==> src/rtl/irq_pend_pkg.sv <==
package irq_pend_pkg;
  localparam int unsigned PRIV_IDS   = 32;
  localparam int unsigned LOCKED_IDS = 16;
endpackage

==> src/rtl/irq_sync_2ff.sv <==
module irq_sync_2ff #(
  parameter int unsigned W = 8
) (
  input  logic         clk_i,
  input  logic         rst_ni,
  input  logic [W-1:0] d_i,
  output logic [W-1:0] q_o
);
  logic [W-1:0] s1_q, s2_q;

  always_ff @(posedge clk_i or negedge rst_ni) begin
    if (!rst_ni) begin
      s1_q <= '0;
      s2_q <= '0;
    end else begin
      s1_q <= d_i;
      s2_q <= s1_q;
    end
  end

  assign q_o = s2_q;
endmodule

==> src/rtl/irq_enable_bank.sv <==
module irq_enable_bank
  import irq_pend_pkg::*;
#(
  parameter int unsigned NUM_SRC = 40,
  parameter int unsigned NUM_CPU = 2
) (
  input  logic                                clk_i,
  input  logic                                rst_ni,
  input  logic                                wr_i,
  input  logic                                val_i,
  input  logic [$clog2(NUM_SRC)-1:0]          id_i,
  input  logic [(NUM_CPU>1?$clog2(NUM_CPU):1)-1:0] cpu_i,
  output logic [NUM_SRC*NUM_CPU-1:0]          en_o,
  output logic [NUM_SRC*NUM_CPU-1:0]          set_o
);
  localparam int unsigned ID_W  = $clog2(NUM_SRC);
  localparam int unsigned CPU_W = (NUM_CPU > 1) ? $clog2(NUM_CPU) : 1;

  for (genvar s = 0; s < NUM_SRC; s++) begin : g_src
    for (genvar c = 0; c < NUM_CPU; c++) begin : g_cpu
      localparam int unsigned K      = s * NUM_CPU + c;
      localparam logic        LOCKED = (s < LOCKED_IDS);
      logic hit, en_q;

      if (s < PRIV_IDS) begin : g_priv
        assign hit = wr_i && (id_i == ID_W'(s)) && (cpu_i == CPU_W'(c));
      end else begin : g_shr
        assign hit = wr_i && (id_i == ID_W'(s));
      end

      // locked IDs ignore disable writes
      always_ff @(posedge clk_i or negedge rst_ni) begin
        if (!rst_ni)  en_q <= LOCKED;
        else if (hit) en_q <= val_i | LOCKED;
      end

      assign en_o[K]  = en_q;
      assign set_o[K] = hit & val_i;
    end
  end
endmodule

==> src/rtl/irq_pend_core.sv <==
module irq_pend_core #(
  parameter int unsigned NUM_SRC = 40,
  parameter int unsigned NUM_CPU = 2
) (
  input  logic                                clk_i,
  input  logic                                rst_ni,
  input  logic [NUM_SRC*NUM_CPU-1:0]          lvl_in_i,
  input  logic [NUM_SRC*NUM_CPU-1:0]          tgt_i,
  input  logic [NUM_SRC*NUM_CPU-1:0]          en_i,
  input  logic [NUM_SRC*NUM_CPU-1:0]          en_set_i,
  input  logic [NUM_SRC-1:0]                  edge_i,
  input  logic                                clr_i,
  input  logic [$clog2(NUM_SRC)-1:0]          clr_id_i,
  input  logic [(NUM_CPU>1?$clog2(NUM_CPU):1)-1:0] clr_cpu_i,
  input  logic                                eoi_i,
  input  logic [$clog2(NUM_SRC)-1:0]          eoi_id_i,
  input  logic [(NUM_CPU>1?$clog2(NUM_CPU):1)-1:0] eoi_cpu_i,
  output logic [NUM_SRC*NUM_CPU-1:0]          pend_o,
  output logic [NUM_SRC*NUM_CPU-1:0]          lvl_o
);
  localparam int unsigned ID_W  = $clog2(NUM_SRC);
  localparam int unsigned CPU_W = (NUM_CPU > 1) ? $clog2(NUM_CPU) : 1;
  localparam int unsigned SLOTS = NUM_SRC * NUM_CPU;

  logic [SLOTS-1:0] lvl_q, pend_q, set_v, clr_v;

  for (genvar s = 0; s < NUM_SRC; s++) begin : g_src
    for (genvar c = 0; c < NUM_CPU; c++) begin : g_cpu
      localparam int unsigned K = s * NUM_CPU + c;
      logic rise, eoi_hit, lvl_rearm;

      assign rise      = lvl_in_i[K] & ~lvl_q[K];
      assign eoi_hit   = eoi_i && (eoi_id_i == ID_W'(s)) && (eoi_cpu_i == CPU_W'(c));
      // level sources re-arm on enable or completion while still high
      assign lvl_rearm = ~edge_i[s] & lvl_q[K] & (en_set_i[K] | (eoi_hit & en_i[K]));
      assign set_v[K]  = tgt_i[K] & ((rise & (edge_i[s] | en_i[K])) | lvl_rearm);
      assign clr_v[K]  = clr_i && (clr_id_i == ID_W'(s)) && (clr_cpu_i == CPU_W'(c));
    end
  end

  always_ff @(posedge clk_i or negedge rst_ni) begin
    if (!rst_ni) begin
      lvl_q  <= '0;
      pend_q <= '0;
    end else begin
      lvl_q  <= lvl_in_i;
      pend_q <= (pend_q & ~clr_v) | set_v;  // set wins
    end
  end

  assign pend_o = pend_q;
  assign lvl_o  = lvl_q;
endmodule

==> src/rtl/irq_pend_tracker.sv <==
module irq_pend_tracker
  import irq_pend_pkg::*;
#(
  parameter int unsigned NUM_SRC = 40,
  parameter int unsigned NUM_CPU = 2
) (
  input  logic                                clk_i,
  input  logic                                rst_ni,
  input  logic [NUM_SRC-32-1:0]               shared_irq_i,
  input  logic [NUM_CPU*32-1:0]               priv_irq_i,
  input  logic [NUM_SRC-1:0]                  trig_edge_i,
  input  logic [(NUM_SRC-32)*NUM_CPU-1:0]     target_i,
  input  logic                                en_wr_i,
  input  logic                                en_val_i,
  input  logic [$clog2(NUM_SRC)-1:0]          en_id_i,
  input  logic [(NUM_CPU>1?$clog2(NUM_CPU):1)-1:0] en_cpu_i,
  input  logic                                ack_clr_i,
  input  logic [$clog2(NUM_SRC)-1:0]          ack_id_i,
  input  logic [(NUM_CPU>1?$clog2(NUM_CPU):1)-1:0] ack_cpu_i,
  input  logic                                eoi_i,
  input  logic [$clog2(NUM_SRC)-1:0]          eoi_id_i,
  input  logic [(NUM_CPU>1?$clog2(NUM_CPU):1)-1:0] eoi_cpu_i,
  output logic [NUM_SRC*NUM_CPU-1:0]          pend_o,
  output logic [NUM_SRC*NUM_CPU-1:0]          level_o,
  output logic [NUM_SRC*NUM_CPU-1:0]          en_o
);
  localparam int unsigned NUM_SHR = NUM_SRC - PRIV_IDS;
  localparam int unsigned LINES   = NUM_SHR + NUM_CPU * PRIV_IDS;
  localparam int unsigned SLOTS   = NUM_SRC * NUM_CPU;

  logic [LINES-1:0] raw_lines, syn_lines;
  logic [SLOTS-1:0] slot_lvl, slot_tgt, en_set;

  assign raw_lines = {priv_irq_i, shared_irq_i};

  irq_sync_2ff #(.W(LINES)) u_sync (
    .clk_i (clk_i),
    .rst_ni(rst_ni),
    .d_i   (raw_lines),
    .q_o   (syn_lines)
  );

  for (genvar s = 0; s < NUM_SRC; s++) begin : g_map
    for (genvar c = 0; c < NUM_CPU; c++) begin : g_cpu
      localparam int unsigned K = s * NUM_CPU + c;
      if (s < PRIV_IDS) begin : g_priv
        assign slot_lvl[K] = syn_lines[NUM_SHR + c * PRIV_IDS + s];
        assign slot_tgt[K] = 1'b1;
      end else begin : g_shr
        assign slot_lvl[K] = syn_lines[s - PRIV_IDS];
        assign slot_tgt[K] = target_i[(s - PRIV_IDS) * NUM_CPU + c];
      end
    end
  end

  irq_enable_bank #(.NUM_SRC(NUM_SRC), .NUM_CPU(NUM_CPU)) u_en (
    .clk_i (clk_i),
    .rst_ni(rst_ni),
    .wr_i  (en_wr_i),
    .val_i (en_val_i),
    .id_i  (en_id_i),
    .cpu_i (en_cpu_i),
    .en_o  (en_o),
    .set_o (en_set)
  );

  irq_pend_core #(.NUM_SRC(NUM_SRC), .NUM_CPU(NUM_CPU)) u_core (
    .clk_i    (clk_i),
    .rst_ni   (rst_ni),
    .lvl_in_i (slot_lvl),
    .tgt_i    (slot_tgt),
    .en_i     (en_o),
    .en_set_i (en_set),
    .edge_i   (trig_edge_i),
    .clr_i    (ack_clr_i),
    .clr_id_i (ack_id_i),
    .clr_cpu_i(ack_cpu_i),
    .eoi_i    (eoi_i),
    .eoi_id_i (eoi_id_i),
    .eoi_cpu_i(eoi_cpu_i),
    .pend_o   (pend_o),
    .lvl_o    (level_o)
  );
endmodule

==> config.mk <==
export PLATFORM = sky130hd
export DESIGN_NAME = irq_pend_tracker
export DESIGN_NICKNAME = d
export VERILOG_FILES = /design/src/rtl/irq_pend_pkg.sv /design/src/rtl/irq_sync_2ff.sv /design/src/rtl/irq_enable_bank.sv /design/src/rtl/irq_pend_core.sv /design/src/rtl/irq_pend_tracker.sv
export SDC_FILE = /design/constraint.sdc
export NUM_CORES = 1
export LEC_CHECK = 0
export BUFFER_PORTS_ARGS = -buffer_cell sky130_fd_sc_hd__buf_2
export CAP_MARGIN = 15
export CORE_MARGIN = 2
export CORE_UTILIZATION = 50
export CTS_CLUSTER_DIAMETER = 50
export DETAILED_ROUTE_END_ITERATION = 12
export GPL_TIMING_DRIVEN = 1
export PLACE_DENSITY = 0.8
export SLEW_MARGIN = 30
export SYNTH_ARGS = -nofsm -noshare
export SYNTH_HDL_FRONTEND = slang
export SYNTH_SLANG_ARGS = --single-unit
==> constraint.sdc <==
create_clock -name clk_i -period 3.14 [get_ports clk_i]
set_clock_uncertainty 0.15 [all_clocks]
set_input_delay 0.314 -clock clk_i [delete_from_list [all_inputs] [get_ports clk_i]]
set_output_delay 0.314 -clock clk_i [all_outputs]
set_load 0.005 [all_outputs]
* After elaboration in Yosys (flattened, before gate mapping) *
Index checks and enable logic that the tools add are counted.

storage, ports and cells
  bits in registers = 343
  bits in latches = 0
  bits in writable memories = 0
  memory bits (read-only) = 0
  input bits = 155
  output and inout port bits = 240
  logic and storage cells = 1,258
  memories kept = 0

operators by class
  $add $sub $neg = 0
  $mul = 0
  div/mod/pow operators = 0
  $lt $le $gt $ge = 0
  equal/unequal tests = 117
  shift-type cells = 0
  multiplexer cells = 0
  bitwise logic cells = 750
  reduce and logical (&&, ||, !) cells = 347

operator list
  cell                                                 count
  AND 1 bit                                            424
  logical AND 1 bit                                    344
  equality test 6 x 5 -> 1 bit, second input constant  48
  OR 1 bit                                             200
  equality test 6 x 4 -> 1 bit, second input constant  24
  equality test 6 bit, second input constant           24
  NOT 1 bit                                            123
  AND 80 bit                                           1
  NOT 80 bit                                           1
  OR 80 bit                                            1
  equality test 6 x 3 -> 1 bit, second input constant  12
  equality test 6 x 2 -> 1 bit, second input constant  6
  equality test 6 x 1 -> 1 bit, second input constant  3
  logical NOT 6 bit                                    3

* Depth between registers and ports, before layout *
  depth after elaboration = 9
  depth in mapped cells = 7
  mapped depth without buffers = 4

* By module *
Synthesis repeated with hierarchy kept, for this count alone.

unflattened totals
  cells, all modules = 1,311
  area total of the unflattened synthesis = 14,567.7 sq um

by module, submodules not included
  module            instances  cells an instance  area each (sq um)  seq. area each (sq um)
  irq_pend_core     1          817                8,001.4            4,003.8
  irq_sync_2ff      1          144                3,603.5            3,603.5
  irq_enable_bank   1          349                2,959.1            1,001.0
  irq_pend_tracker  1          1                  3.8                0.0

* Worst setup path before layout *
No wires, ideal clock.

  kind = input port to flip-flop
  start point = input ack_clr_i
  end point = register u_core.pend_q[8] (netlist: u_core.pend_o[8])
  library setup time = 0.125 ns
  arrival time = 1.461 ns
  data required time = 2.865 ns
  setup slack = 1.404 ns
  stages on the path = 7
  buffers on the path = 3
  cells stage by stage = buf_4 or4b_1 buf_2 buf_6 o21a_1 a21oi_2 o31ai_1

on the way
  longest elaborated chain between the ends = 5

RTL lines
  element                          line                    RTL
  from (decl)                      irq_pend_tracker.sv:17  input logic ack_clr_i,
  logical AND 1 bit (2 in series)  irq_pend_core.sv:37     assign clr_v[K] = clr_i && (clr_id_i == ID_W'(s)) && (clr_cpu_i == CPU_W'(c));
  NOT 80 bit                       irq_pend_core.sv:47     pend_q <= (pend_q & ~clr_v) | set_v;
  AND 80 bit                       irq_pend_core.sv:47
  OR 80 bit                        irq_pend_core.sv:47
  to (signal assigned)             irq_pend_core.sv:47
  to (decl)                        irq_pend_core.sv:25     logic [SLOTS-1:0] lvl_q, pend_q, set_v, clr_v;

Every way passes these cells.
A chain may end at the register's enable or synchronous reset.

* Worst setup path in the final report *
  start point = input en_id_i[4]
  end point = register u_core.pend_q[65] (netlist: u_core.pend_o[65])

on the way
  longest elaborated chain between the ends = 8

RTL lines
  element              line                    RTL
  from (decl)          irq_pend_tracker.sv:15  input logic [$clog2(NUM_SRC)-1:0] en_id_i,
  equality test 6 bit  irq_enable_bank.sv:28   assign hit = wr_i && (id_i == ID_W'(s));
  logical AND 1 bit    irq_enable_bank.sv:28
  AND 1 bit            irq_enable_bank.sv:38   assign set_o[K] = hit & val_i;
  OR 1 bit             irq_pend_core.sv:35     assign lvl_rearm = ~edge_i[s] & lvl_q[K] & (en_set_i[K] | (eoi_hit & en_i[K]));
  AND 1 bit            irq_pend_core.sv:35
  OR 1 bit             irq_pend_core.sv:36     assign set_v[K] = tgt_i[K] & ((rise & (edge_i[s] | en_i[K])) | lvl_rearm);
  AND 1 bit            irq_pend_core.sv:36
  OR 80 bit            irq_pend_core.sv:47

Every way passes these cells.

==> results.cfg <==
[status]
status = finished, final reports clean

[detailed_routing]
drtIter0Drc = 903
viasPerCell = 5.77
ant_nets = 0
wirelength_microns = 44500
wl_per_cell_microns = 23.1
first_pass_iters = 6
drc_errors = 0
via_count = 11112

[floorplan]
die_h_microns = 168
io_pins = 395
rows = 59
core_area_sq_um = 26200
initial_core_util = 0.513
die-area_sq_um = 28200
die_w_microns = 168

[critical_path]
cp-end-kind = register
critPathLaunchType = primary input
worstPathRequired_ns = 3.43
crit_type = in2reg
r2r_end = u_core.pend_o[68]
cp.arrival_ns = 2.52
path_max_fanout = 8
worst_r2r_path_depth = 5
r2r-start = u_en.g_src[34].g_cpu[0].en_q
rrSetupSlack_ns = 1.28

[cells_and_area]
finalNonFillerCells = 1927
syn_to_final_growth_pct = 31.4
seqCellArea_sq_um = 8410
final_cell_mix = buf_2 (361), dfrtp_1 (336), dlygate4sd3_1 (133), nand2_1 (68), inv_1 (63)
fillers = 1884
final_nets = 1720
drive_above_1_share = 0.312
multi_input_area_sq_um = 4050
layout_commonest_cell = buf_2

[clocking]
clock-root-buffer = clkbuf_16
cts_made_buffers = 37
cts_setup_buffers = 0
clock_sinks = 336
cts_tree = built
path_clk_slew_ns = 0.06
clockBufferDepth = 3
cts_htree_levels = 2
clk_latency_ns = 0.51

[pwr]
p_leak_uw = 0.00770
peakVddDrop_uv = 498
p_per_area_nw_per_um2 = 554

[min_path]
hold_end = u_core.pend_o[77]
hold-path-cell-count = 4
hold_path.class = in2reg
min-delay-start = trig_edge_i[38]

[global_routing]
grt_max_degree = 83
antenna_found_initial = 5
gr-total-overflow = 0
grt_pass1_wl_microns = 66500
track_usage = 0.314
grt_pass1_vias = 11348

[sta]
fin_setup_tns_ns = 0
post-route-period-util = 0.707
slew_viol_final = 0
worst_pin_slew_ns = 0.917
setup_viol = 0
final_period_minus_worst_setup_slack_ns = 2.22
rsz0062_at_grt = no
hold_viol_final = 0
slew_headroom = 0.388
whs_ns = 0.0171
clock.fmax_mhz = 450

[synthesis]
yosysWarnings = 0
synth-async-reset-ratio = 1.00
ys_ff_latch = 336
yosysTopAreaCell = dfrtp_1
synth_top_area_share = 0.626
ys.flop_type = dfrtp_1
seq_area_frac_synth = 0.626
ys_types = 60
syn_area_per_cell_sq_um = 12.2
yosys-top-cells-area = dfrtp_1 (63%), buf_4 (5.1%), o211ai_1 (2.7%)
synthCells = 1102
synth_edf_count = 0
syn_area_sq_um = 13400

[placed_design]
port_buffers = 362
placed_cells = 1728
hpwl_microns = 31300
place_congestion = 0.889

[job]
drv_cap = 0
## routing by layer
layer | wire length (microns) | share of wire | GRT usage | up-vias
met5 | 13 | 0.00029 | 0 | -
met4 | 2370 | 0.053 | 0.151 | 2
met3 | 4170 | 0.094 | 0.0773 | 138
met2 | 21400 | 0.48 | 0.522 | 648
met1 | 16500 | 0.37 | 0.386 | 5504
li1 | - | - | - | 4820
## state kept, by name, summed over array words and instances, names as in the netlist
name,flops
u_sync.s1_q,72
u_sync.q_o,72
u_core.lvl_o,72
u_core.pend_o,80
u_en.g_src.g_cpu.en_q,40
## power by group
part           switching (uW)  total [uW]  internal [uW]
clock network            1700        4110           2400
registers                 164        4720           4560
logic                     517         947            430
total                    2380        9780           7390
## how the worst max path moves through the flow
stage,start,end
after global placement,en_id_i[3],u_en.g_src[28].g_cpu[1].en_q
after floorplan,ack_clr_i,u_core.pend_o[8]
after CTS,en_id_i[4],u_core.pend_o[65]
final,en_id_i[4],u_core.pend_o[65]
after detailed placement,eoi_id_i[0],u_core.pend_o[36]
after global routing,en_id_i[2],u_core.pend_o[65]
## worst max-delay path, cell delays in order
cell	delay (ns)
buf_2	0.15
nand4b_1	0.59
nor2b_1	0.59
a31oi_1	0.09
o211ai_1	0.20
dlygate4sd3_1	0.57
## layout make-up
| cell class | count | share of cell area |
|---|---|---|
| tap | 335 | 0.0237 |
| clock inverter | 8 | 0.00454 |
| sequential | 336 | 0.476 |
| inverter | 63 | 0.0134 |
| multi-input combinational | 604 | 0.229 |
| timing repair buffer | 523 | 0.193 |
| antenna | 4 | 0.000567 |
| clock buffer | 54 | 0.0595 |
## cells in the mapped netlist, drive strengths merged (7+ instances only)
library cell    n
nand2b         11
nand4b          9
nor3           13
nor3b          11
a21oi          30
nand2          69
a31oi          16
o211ai         48
nor2b          16
clkbuf         16
o311ai         16
buf           114
o21a           28
mux2           29
a32oi          32
nand4bb         9
nand4          50
dfrtp         336
a22oi          16
inv            63
o21ai          54
a21o            7
nor2           44
o31ai          28
## logic make-up (layout without fill, tap and decap cells)
logic type,after synthesis,after routing,synth area share
buffers and inverters,193,648,0.0835
other,1,36,0.000279
and+or+nand+nor,264,264,0.122
DFF,336,336,0.626
muxes,29,29,0.0243
AOI/OAI and AO/OA,279,279,0.144
## stage by stage
step	total power, uW	utilization	worst slack, ns	area [sq um]
final	9780	0.674	0.919	17700
after detailed placement	5580	0.579	0.900	15200
after global placement	5550	0.579	0.946	15200
after global routing	10100	0.673	0.935	17600
after CTS	9790	0.673	1.02	17600
after floorplan	5150	-	1.40	13500
## repair_timing
action	CTS	global route
resized for setup	0	0
hold buffers	133	0
endpoints found under the hold margin	223	0
No activity file was read; power rests on OpenSTA's default activity.
